<file path="src/rtl/lkq_pkg.sv">
package lkq_pkg;

   typedef enum logic {
      ST_HUNT = 1'b0,
      ST_HELD = 1'b1
   } lkq_state_e;

   // Round-up division used to size the qualification window.
   function automatic int unsigned ceil_div(input int unsigned num, input int unsigned den);
      return (num + den - 1) / den;
   endfunction

endpackage

</file>
<file path="src/rtl/lkq_sync.sv">
module lkq_sync #(
   parameter int unsigned STAGES = 2
) (
   input  logic clk,
   input  logic rst,
   input  logic d,
   output logic q
);
   logic [STAGES-1:0] sr;

   always_ff @(posedge clk or posedge rst) begin
      if (rst) sr[0] <= 1'b0;
      else     sr[0] <= d;
   end

   for (genvar i = 1; i < STAGES; i++) begin : g_stage
      always_ff @(posedge clk or posedge rst) begin
         if (rst) sr[i] <= 1'b0;
         else     sr[i] <= sr[i-1];
      end
   end

   assign q = sr[STAGES-1];
endmodule

</file>
<file path="src/rtl/lkq_gate.sv">
module lkq_gate
   import lkq_pkg::*;
#(
   parameter int unsigned GATE_CYCLES = 16
) (
   input  logic clk,
   input  logic rst,
   input  logic lk,
   input  logic hold,
   output logic locked,
   output logic lost
);
   localparam int unsigned CW = $clog2(GATE_CYCLES + 1);

   lkq_state_e    state;
   logic [CW-1:0] cnt;
   logic          low_seen;

   always_ff @(posedge clk or posedge rst) begin
      if (rst) begin
         state    <= ST_HUNT;
         cnt      <= '0;
         low_seen <= 1'b0;
      end else begin
         case (state)
            ST_HUNT: begin
               low_seen <= 1'b0;
               if (!lk || hold) begin
                  cnt <= '0;
               end else if (cnt == CW'(GATE_CYCLES - 1)) begin
                  state <= ST_HELD;
                  cnt   <= '0;
               end else begin
                  cnt <= cnt + 1'b1;
               end
            end
            default: begin
               if (lk) begin
                  low_seen <= 1'b0;
               end else if (low_seen) begin
                  state    <= ST_HUNT;
                  low_seen <= 1'b0;
               end else begin
                  low_seen <= 1'b1;
               end
            end
         endcase
      end
   end

   assign locked = (state == ST_HELD);
   assign lost   = (state == ST_HELD) && !lk && low_seen;
endmodule

</file>
<file path="src/rtl/lkq_pulse.sv">
module lkq_pulse #(
   parameter int unsigned PULSE_CYCLES = 8
) (
   input  logic clk,
   input  logic rst,
   input  logic fire,
   output logic busy
);
   if (PULSE_CYCLES == 0) begin : g_none
      assign busy = 1'b0;
   end else begin : g_timer
      localparam int unsigned PW = $clog2(PULSE_CYCLES + 1);
      logic [PW-1:0] pc;
      logic          act;

      always_ff @(posedge clk or posedge rst) begin
         if (rst) begin
            act <= 1'b0;
            pc  <= '0;
         end else if (fire) begin
            act <= 1'b1;
            pc  <= PW'(PULSE_CYCLES - 1);
         end else if (act) begin
            if (pc == '0) act <= 1'b0;
            else          pc  <= pc - 1'b1;
         end
      end

      assign busy = act;
   end
endmodule

</file>
<file path="src/rtl/lock_qualifier.sv">
module lock_qualifier
   import lkq_pkg::*;
#(
   parameter int unsigned REF_PERIOD_PS    = 10000,
   parameter int unsigned MAX_LOCK_TIME_PS = 155000,
   parameter int unsigned SYNC_STAGES      = 2,
   parameter int unsigned PULSE_CYCLES     = 8
) (
   input  logic clk_ref,
   input  logic rst_user,
   input  logic lock_raw,
   input  logic autorst_en,
   output logic locked_q,
   output logic gen_rst
);
   // qualification window from worst-case settle time, rounded up
   localparam int unsigned GATE_CYCLES = ceil_div(MAX_LOCK_TIME_PS, REF_PERIOD_PS);

   if (REF_PERIOD_PS == 0) begin : g_bad_period
      $error("lock_qualifier: REF_PERIOD_PS must be nonzero");
   end
   if (GATE_CYCLES < 1) begin : g_bad_gate
      $error("lock_qualifier: qualification window must be at least one cycle");
   end
   if (SYNC_STAGES < 2) begin : g_bad_sync
      $error("lock_qualifier: SYNC_STAGES must be at least 2");
   end

   logic lk_s;
   logic busy;
   logic lost;
   logic fire;

   // raw flag crosses into the reference domain
   lkq_sync #(.STAGES(SYNC_STAGES)) sync_i (
      .clk (clk_ref),
      .rst (rst_user),
      .d   (lock_raw),
      .q   (lk_s)
   );

   lkq_gate #(.GATE_CYCLES(GATE_CYCLES)) gate_i (
      .clk    (clk_ref),
      .rst    (rst_user),
      .lk     (lk_s),
      .hold   (busy),
      .locked (locked_q),
      .lost   (lost)
   );

   assign fire = lost && autorst_en;

   lkq_pulse #(.PULSE_CYCLES(PULSE_CYCLES)) pulse_i (
      .clk  (clk_ref),
      .rst  (rst_user),
      .fire (fire),
      .busy (busy)
   );

   assign gen_rst = rst_user || busy;
endmodule

</file>
<file path="config.mk">
export PLATFORM = sky130hd
export DESIGN_NAME = lock_qualifier
export DESIGN_NICKNAME = d
export VERILOG_FILES = /design/src/rtl/lkq_pkg.sv /design/src/rtl/lkq_sync.sv /design/src/rtl/lkq_gate.sv /design/src/rtl/lkq_pulse.sv /design/src/rtl/lock_qualifier.sv
export SDC_FILE = /design/constraint.sdc
export NUM_CORES = 1
export LEC_CHECK = 0
export ABC_CLOCK_PERIOD_IN_PS = 1500
export BUFFER_PORTS_ARGS = -buffer_cell sky130_fd_sc_hd__buf_4
export CAP_MARGIN = 0
export CORE_AREA = 3 3 40 42
export CTS_CLUSTER_SIZE = 28
export DETAILED_ROUTE_END_ITERATION = 12
export DIE_AREA = 0 0 43 45
export PLACE_DENSITY_LB_ADDON = 0.3
export REMOVE_ABC_BUFFERS = 1
export SYNTH_ARGS = -nofsm -noshare
export SYNTH_HDL_FRONTEND = slang
export SYNTH_SLANG_ARGS = --single-unit
</file>
<file path="constraint.sdc">
create_clock -name clk_ref -period 1.5 [get_ports clk_ref]
set_input_delay 0 -clock clk_ref [delete_from_list [all_inputs] [get_ports clk_ref]]
set_output_delay 0 -clock clk_ref [all_outputs]
set_load 0.01 [all_outputs]
</file>
== Word level (Yosys, flattened, before mapping) ==
Cells that the tools add are included.

* Bits in registers: 14
* Input port bits: 4

* Reduce and logical (&&, ||, !) cells: 9
* Muxes and demuxes: 15
* Equal/unequal tests: 2
* $add $sub $neg: 2

{| class="wikitable"
|+ Operator list
! operator !! number
|-
| 2-to-1 mux 4 bit || 3
|-
| 2-to-1 mux 1 bit || 10
|-
| 2-to-1 mux 5 bit || 2
|-
| adder 5 x 1 -> 5 bit, second input constant || 1
|-
| equality test 5 x 4 -> 1 bit, second input constant || 1
|-
| logical NOT 4 bit || 1
|-
| subtractor 4 x 1 -> 4 bit, second input constant || 1
|-
| logical AND 1 bit || 3
|-
| logical OR 1 bit || 2
|-
| != test 2 bit, second input constant || 1
|-
| AND reduction 2 bit || 1
|-
| nonzero test 2 bit || 1
|-
| logical NOT 1 bit || 1
|}

== Logic depth before layout (Yosys ltp) ==
* Depth in word-level cells: 6
* Mapped depth: 5
* Gate-level depth less buffers: 5

== By module ==
From an unflattened synthesis, not the netlist that was laid out.

* Cells, all modules: 65
* Area, all modules: 679.4 um2

{| class="wikitable"
|+ By module, submodules not included
! module !! area an instance (um2) !! instances !! cells each
|-
| lkq_gate || 351.6 || 1 || 35
|-
| lkq_pulse || 261.5 || 1 || 25
|-
| lkq_sync || 53.8 || 1 || 3
|-
| lock_qualifier || 12.5 || 1 || 2
|}

== Least setup slack after synthesis ==
No wires, ideal clock.

* Path type: reg2reg
* From: reg pulse_i.g_timer.pc[0]
* To: reg pulse_i.g_timer.pc[1]
* Cell stages (with the launch flop): 6
* Period minus slack after synthesis: 1349 ps
* Setup slack: 151 ps
* Arrival time: 1272 ps
* Buffers on the path: 0
* Required time: 1423 ps
* Cells stage by stage: dfrtp_1 > inv_1 > ha_1 > or3b_4 > and3_4 > o21ai_1

* Longest elaborated chain between the ends: 4
* Elaborated cells on any way between the ends: 7
* Classes of those cells: add/sub: 1; eq/ne: 1; mux: 3; reduce/logical: 2

{| class="wikitable"
|+ RTL lines
! element !! RTL line !! RTL
|-
| start: declaration || lkq_pulse.sv:13 || <nowiki>logic [PW-1:0] pc;</nowiki>
|-
| start signal: assignment || lkq_pulse.sv:22 || <nowiki>pc <= PW'(PULSE_CYCLES - 1);</nowiki>
|-
| start signal: assignment || lkq_pulse.sv:25 || <nowiki>else pc <= pc - 1'b1;</nowiki>
|-
| subtractor 4 x 1 -> 4 bit || lkq_pulse.sv:25 ||
|-
| 2-to-1 mux 4 bit || lkq_pulse.sv:24 || <nowiki>if (pc == '0) act <= 1'b0;</nowiki>
|-
| 2-to-1 mux 4 bit || lkq_pulse.sv:23 || <nowiki>end else if (act) begin</nowiki>
|-
| 2-to-1 mux 4 bit || lkq_pulse.sv:20 || <nowiki>end else if (fire) begin</nowiki>
|}

Several ways; a longest one is shown, not always the timed one. The select of a mux whose other input is x is not followed.
A chain may end at the register's enable or synchronous reset.

== Worst setup path after layout ==
* From: reg pulse_i.g_timer.pc[1]
* To: reg pulse_i.g_timer.pc[1]

Same word-level chain as after synthesis.

==> metrics.txt <==
# TYPE chip_impl_metric gauge
chip_impl_metric{name="place.gp.congestion",unit=""} 0.679
chip_impl_metric{name="number_of_buffers_created_by_cts",unit=""} 3
chip_impl_metric{name="fin_area",unit="um^2"} 781
chip_impl_metric{name="finClkSkew",unit="ns"} 0.00291
chip_impl_info{name="end_kind",value="flop"} 1
chip_impl_info{name="run_status",value="completed"} 1
chip_impl_metric{name="p_seq_share",unit="%"} 56.3
chip_impl_metric{name="yosys.cell_types.count",unit=""} 25
chip_impl_info{name="cts_tree",value="built"} 1
chip_impl_metric{name="fp.coreArea",unit="mm^2"} 0.00128
chip_impl_metric{name="worst_skew_pair.late_latency",unit="ns"} 0.28
chip_impl_metric{name="share_comb_of_total_power",unit="%"} 5.6
chip_impl_info{name="dominant_combinational_cell_family_by_area_after_synthesis",value="simple AND/OR/NAND/NOR gates"} 1
chip_impl_metric{name="clk_pin_slew",unit="ns"} 0.08
chip_impl_metric{name="share_of_the_cycle_needed_by_the_critical_path_after_routing",unit="%"} 96.0
chip_impl_metric{name="cts_sinks",unit=""} 14
chip_impl_metric{name="post_drt_wl_per_cell",unit="um"} 12.2
chip_impl_metric{name="first_iter_violations",unit=""} 7
chip_impl_metric{name="timing.hold.worst_path_depth",unit=""} 3
chip_impl_metric{name="placed_area",unit="um^2"} 698
chip_impl_metric{name="seqCellArea",unit="um^2"} 350
chip_impl_metric{name="number_of_warnings_printed_during_yosys_synthesis",unit=""} 0
chip_impl_info{name="r2r_path_start",value="pulse_i.g_timer.pc[1]"} 1
chip_impl_metric{name="via_cell_ratio",unit=""} 5.41
chip_impl_metric{name="gr-usage-all-layers",unit="%"} 13.9
chip_impl_metric{name="post_synth_xor_area_fraction",unit="%"} 0
chip_impl_metric{name="intPower",unit="uW"} 554
chip_impl_metric{name="grt_antenna_before_repair",unit=""} 0
chip_impl_metric{name="reg2reg_depth",unit=""} 5
chip_impl_metric{name="cap_violations",unit=""} 0
chip_impl_metric{name="crit_required",unit="ns"} 1.70
chip_impl_metric{name="postRouteAntennaNets",unit=""} 0
chip_impl_metric{name="power_per_unit_of_standard_cell_area",unit="mW/mm^2"} 896
chip_impl_metric{name="initial_core_util",unit="%"} 50.6
chip_impl_info{name="clockRootBuffer",value="clkbuf_4"} 1
chip_impl_info{name="worstHoldPathType",value="input port to flop"} 1
chip_impl_metric{name="netlist_instances",unit=""} 64
chip_impl_metric{name="cellLeakagePower",unit="uW"} 0.000381
chip_impl_metric{name="hold-worst-slack",unit="ns"} 0.156
chip_impl_metric{name="synth.area.mux_share",unit="%"} 3.08
chip_impl_metric{name="globalRouteOverflowTotal",unit=""} 0
chip_impl_metric{name="synth_area_per_cell",unit="um^2"} 10.2
chip_impl_metric{name="finalHoldViolations",unit=""} 0
chip_impl_metric{name="nets",unit=""} 82
chip_impl_metric{name="die_area",unit="mm^2"} 0.00194
chip_impl_metric{name="total_switching_power",unit="uW"} 146
chip_impl_metric{name="worst_slack",unit="ns"} 0.0604
chip_impl_metric{name="wire_length_after_detailed_routing",unit="um"} 1100
chip_impl_info{name="setup_repair_after_global_routing_missed_its_margin",value="no"} 1
chip_impl_metric{name="grt_max_degree",unit=""} 15
chip_impl_metric{name="synthToLayoutAreaGrowth",unit="%"} 20.0
chip_impl_metric{name="grt_first_pass_wirelength",unit="um"} 1910
chip_impl_metric{name="final_max_slew_viol_count",unit=""} 0
chip_impl_metric{name="n_antenna_cell",unit=""} 0
chip_impl_metric{name="synth-adder-area-share",unit="%"} 3.85
chip_impl_metric{name="crit_arrival",unit="ns"} 1.64
chip_impl_metric{name="synthesis.area",unit="um^2"} 651
chip_impl_metric{name="vdd_drop_max",unit="uV"} 507
chip_impl_metric{name="drc",unit=""} 0
chip_impl_metric{name="port_buffers",unit=""} 5
chip_impl_metric{name="cts_buffer_depth",unit=""} 2
chip_impl_metric{name="pin_count",unit=""} 6
chip_impl_metric{name="detailed_place_hpwl",unit="um"} 738
chip_impl_metric{name="yosysSeqAreaShare",unit="%"} 53.8
chip_impl_info{name="crit_type",value="flop to flop"} 1
chip_impl_metric{name="num-fill-cells",unit=""} 117
chip_impl_metric{name="max_freq",unit="GHz"} 0.695
chip_impl_metric{name="worst_pin_slew",unit="ns"} 0.523
chip_impl_metric{name="die_h",unit="um"} 45
chip_impl_metric{name="finalWorstPathRequiredPeriod",unit="ns"} 1.44
chip_impl_metric{name="fp-row-count",unit=""} 13
chip_impl_metric{name="synthSimpleGateAreaFrac",unit="%"} 22.5
chip_impl_metric{name="drive_above_1_share",unit="%"} 24.0
chip_impl_info{name="critPathLaunch",value="pulse_i.g_timer.pc[1]"} 1
chip_impl_metric{name="swShare",unit="%"} 20.8
chip_impl_info{name="worst_setup_path_start_kind",value="flop"} 1
chip_impl_metric{name="setup_violations",unit=""} 0
chip_impl_metric{name="cts_max_level",unit=""} 1
chip_impl_info{name="min_from",value="autorst_en"} 1
chip_impl_metric{name="pre_cts_slack",unit="ns"} 0.0802
chip_impl_metric{name="die_x",unit="um"} 43
chip_impl_metric{name="fin_tns_setup",unit="ns"} 0
chip_impl_metric{name="p_total",unit="uW"} 700
chip_impl_metric{name="detailedRoute.firstPassIterationCount",unit=""} 4
chip_impl_metric{name="grt_pass1_vias",unit=""} 440
chip_impl_metric{name="clkPwrFrac",unit="%"} 38.1
chip_impl_metric{name="slew_headroom",unit="%"} 65.1
chip_impl_metric{name="multiInputGateArea",unit="um^2"} 288
chip_impl_metric{name="routed-via-count",unit=""} 487
chip_impl_metric{name="synth-seq-cells",unit=""} 14
chip_impl_metric{name="worst_path_max_fanout",unit=""} 6
chip_impl_metric{name="synth_compound_area_share",unit="%"} 13.1
==> routing by layer <==
| layer | share of wire (%) | up-vias | GRT usage [%] |
|---|---|---|---|
| met5 | 0 | - | 0 |
| met4 | 1.0 | 0 | 7.23 |
| met3 | 3.5 | 2 | 5.98 |
| met2 | 46 | 7 | 19.8 |
| met1 | 49 | 230 | 18.1 |
| li1 | - | 248 | - |
==> power by group through the flow <==
stage	clock network, uW	logic [uW]	registers, uW
2_1_floorplan	0	22.9	400
4_1_cts	273	39.9	394
5_1_grt	294	45.3	396
3_3_place_gp	0	34.8	401
3_5_place_dp	0	35.8	402
6_report	266	39.1	394
==> worst max-delay path: stages (launching register included) <==
cell and delay (ns):
dfrtp_1 0.41, inv_1 0.07, ha_2 0.16, or3b_4 0.41, and3_4 0.19, o21ai_1 0.12
==> layout by cell type (no fill, tap or decap), drive strengths merged, types with 2 or more instances in the layout <==
cell and instances:
dfrtp 14, nand2b 2, nor2b 2, ha 2, inv 4, buf 7
nand2 7, o21ai 8, mux2i 2, clkbuf 4, dlygate4sd3 2, a21oi 3
or2 2, nor3b 2, and3 3, nand3 3
==> layout make-up <==
class	instances	share of cell area, %
Inverter	4	1.92
Clock buffer	4	4.65
Tap cell	15	2.40
Timing Repair Buffer	9	9.29
Sequential cell	14	44.9
Multi-Input combinational cell	44	36.9
==> registers in the layout (all words and copies together), names as in the netlist <==
signal              flops
gate_i.cnt              5
gate_i.locked           1
gate_i.low_seen         1
pulse_i.busy            1
pulse_i.g_timer.pc      4
sync_i.q                1
sync_i.sr               1
==> repair_timing <==
item / 4_1_cts / 5_1_grt
hold buffers: 2 / 0
setup endpoints to repair: 0 / 2
resized for setup: 0 / 3
buffers inserted: 0 / 2
hold endpoints to repair: 15 / 0
==> worst paths after layout <==
check                                        endpoint  slack, ns
max in group asynchronous       pulse_i.g_timer.pc[3]       0.84
min in group asynchronous               gate_i.cnt[2]       0.32
worst max register to register  pulse_i.g_timer.pc[1]       0.06
worst max-delay path            pulse_i.g_timer.pc[1]       0.06
worst min-delay path                     pulse_i.busy       0.16
worst min register to register               sync_i.q       0.36
==> Yosys cell counts <==
| cell | count | area (um^2) |
|---|---|---|
| a21oi_1 | 3 | 15.0 |
| a22o_1 | 1 | 8.76 |
| a31oi_1 | 1 | 6.26 |
| and3_1 | 2 | 12.5 |
| and3_4 | 1 | 11.3 |
| buf_2 | 1 | 5.00 |
| clkbuf_1 | 1 | 3.75 |
| dfrtp_1 | 14 | 350 |
| ha_1 | 2 | 25.0 |
| inv_1 | 4 | 15.0 |
| mux2i_1 | 2 | 20.0 |
| nand2_1 | 7 | 26.3 |
| nand2b_1 | 2 | 12.5 |
| nand3_1 | 3 | 15.0 |
| nand4b_1 | 1 | 8.76 |
| nor2_1 | 1 | 3.75 |
| nor2b_1 | 2 | 12.5 |
| nor3_1 | 1 | 5.00 |
| nor3b_1 | 2 | 15.0 |
| o21ai_0 | 6 | 30.0 |
| o21ai_1 | 2 | 10.0 |
| o21bai_1 | 1 | 7.51 |
| o31ai_1 | 1 | 7.51 |
| or2_2 | 2 | 12.5 |
| or3b_4 | 1 | 11.3 |
==> cells by family (layout without fill, tap and decap cells) <==
kind of cell	count (synthesis)	after routing
AOI/OAI and AO/OA	15	15
adders and majority gates	2	2
buffers and inverters	6	17
DFF	14	14
muxes	2	2
and+or+nand+nor	25	25
==> metrics by stage <==
step,utilization [%],std cells
final,60.8,90
after detailed placement,54.3,82
after global placement,54.3,82
after global routing,60.8,90
after CTS,58.7,88
after floorplan,-,62
(Power assumes the default switching activity.)
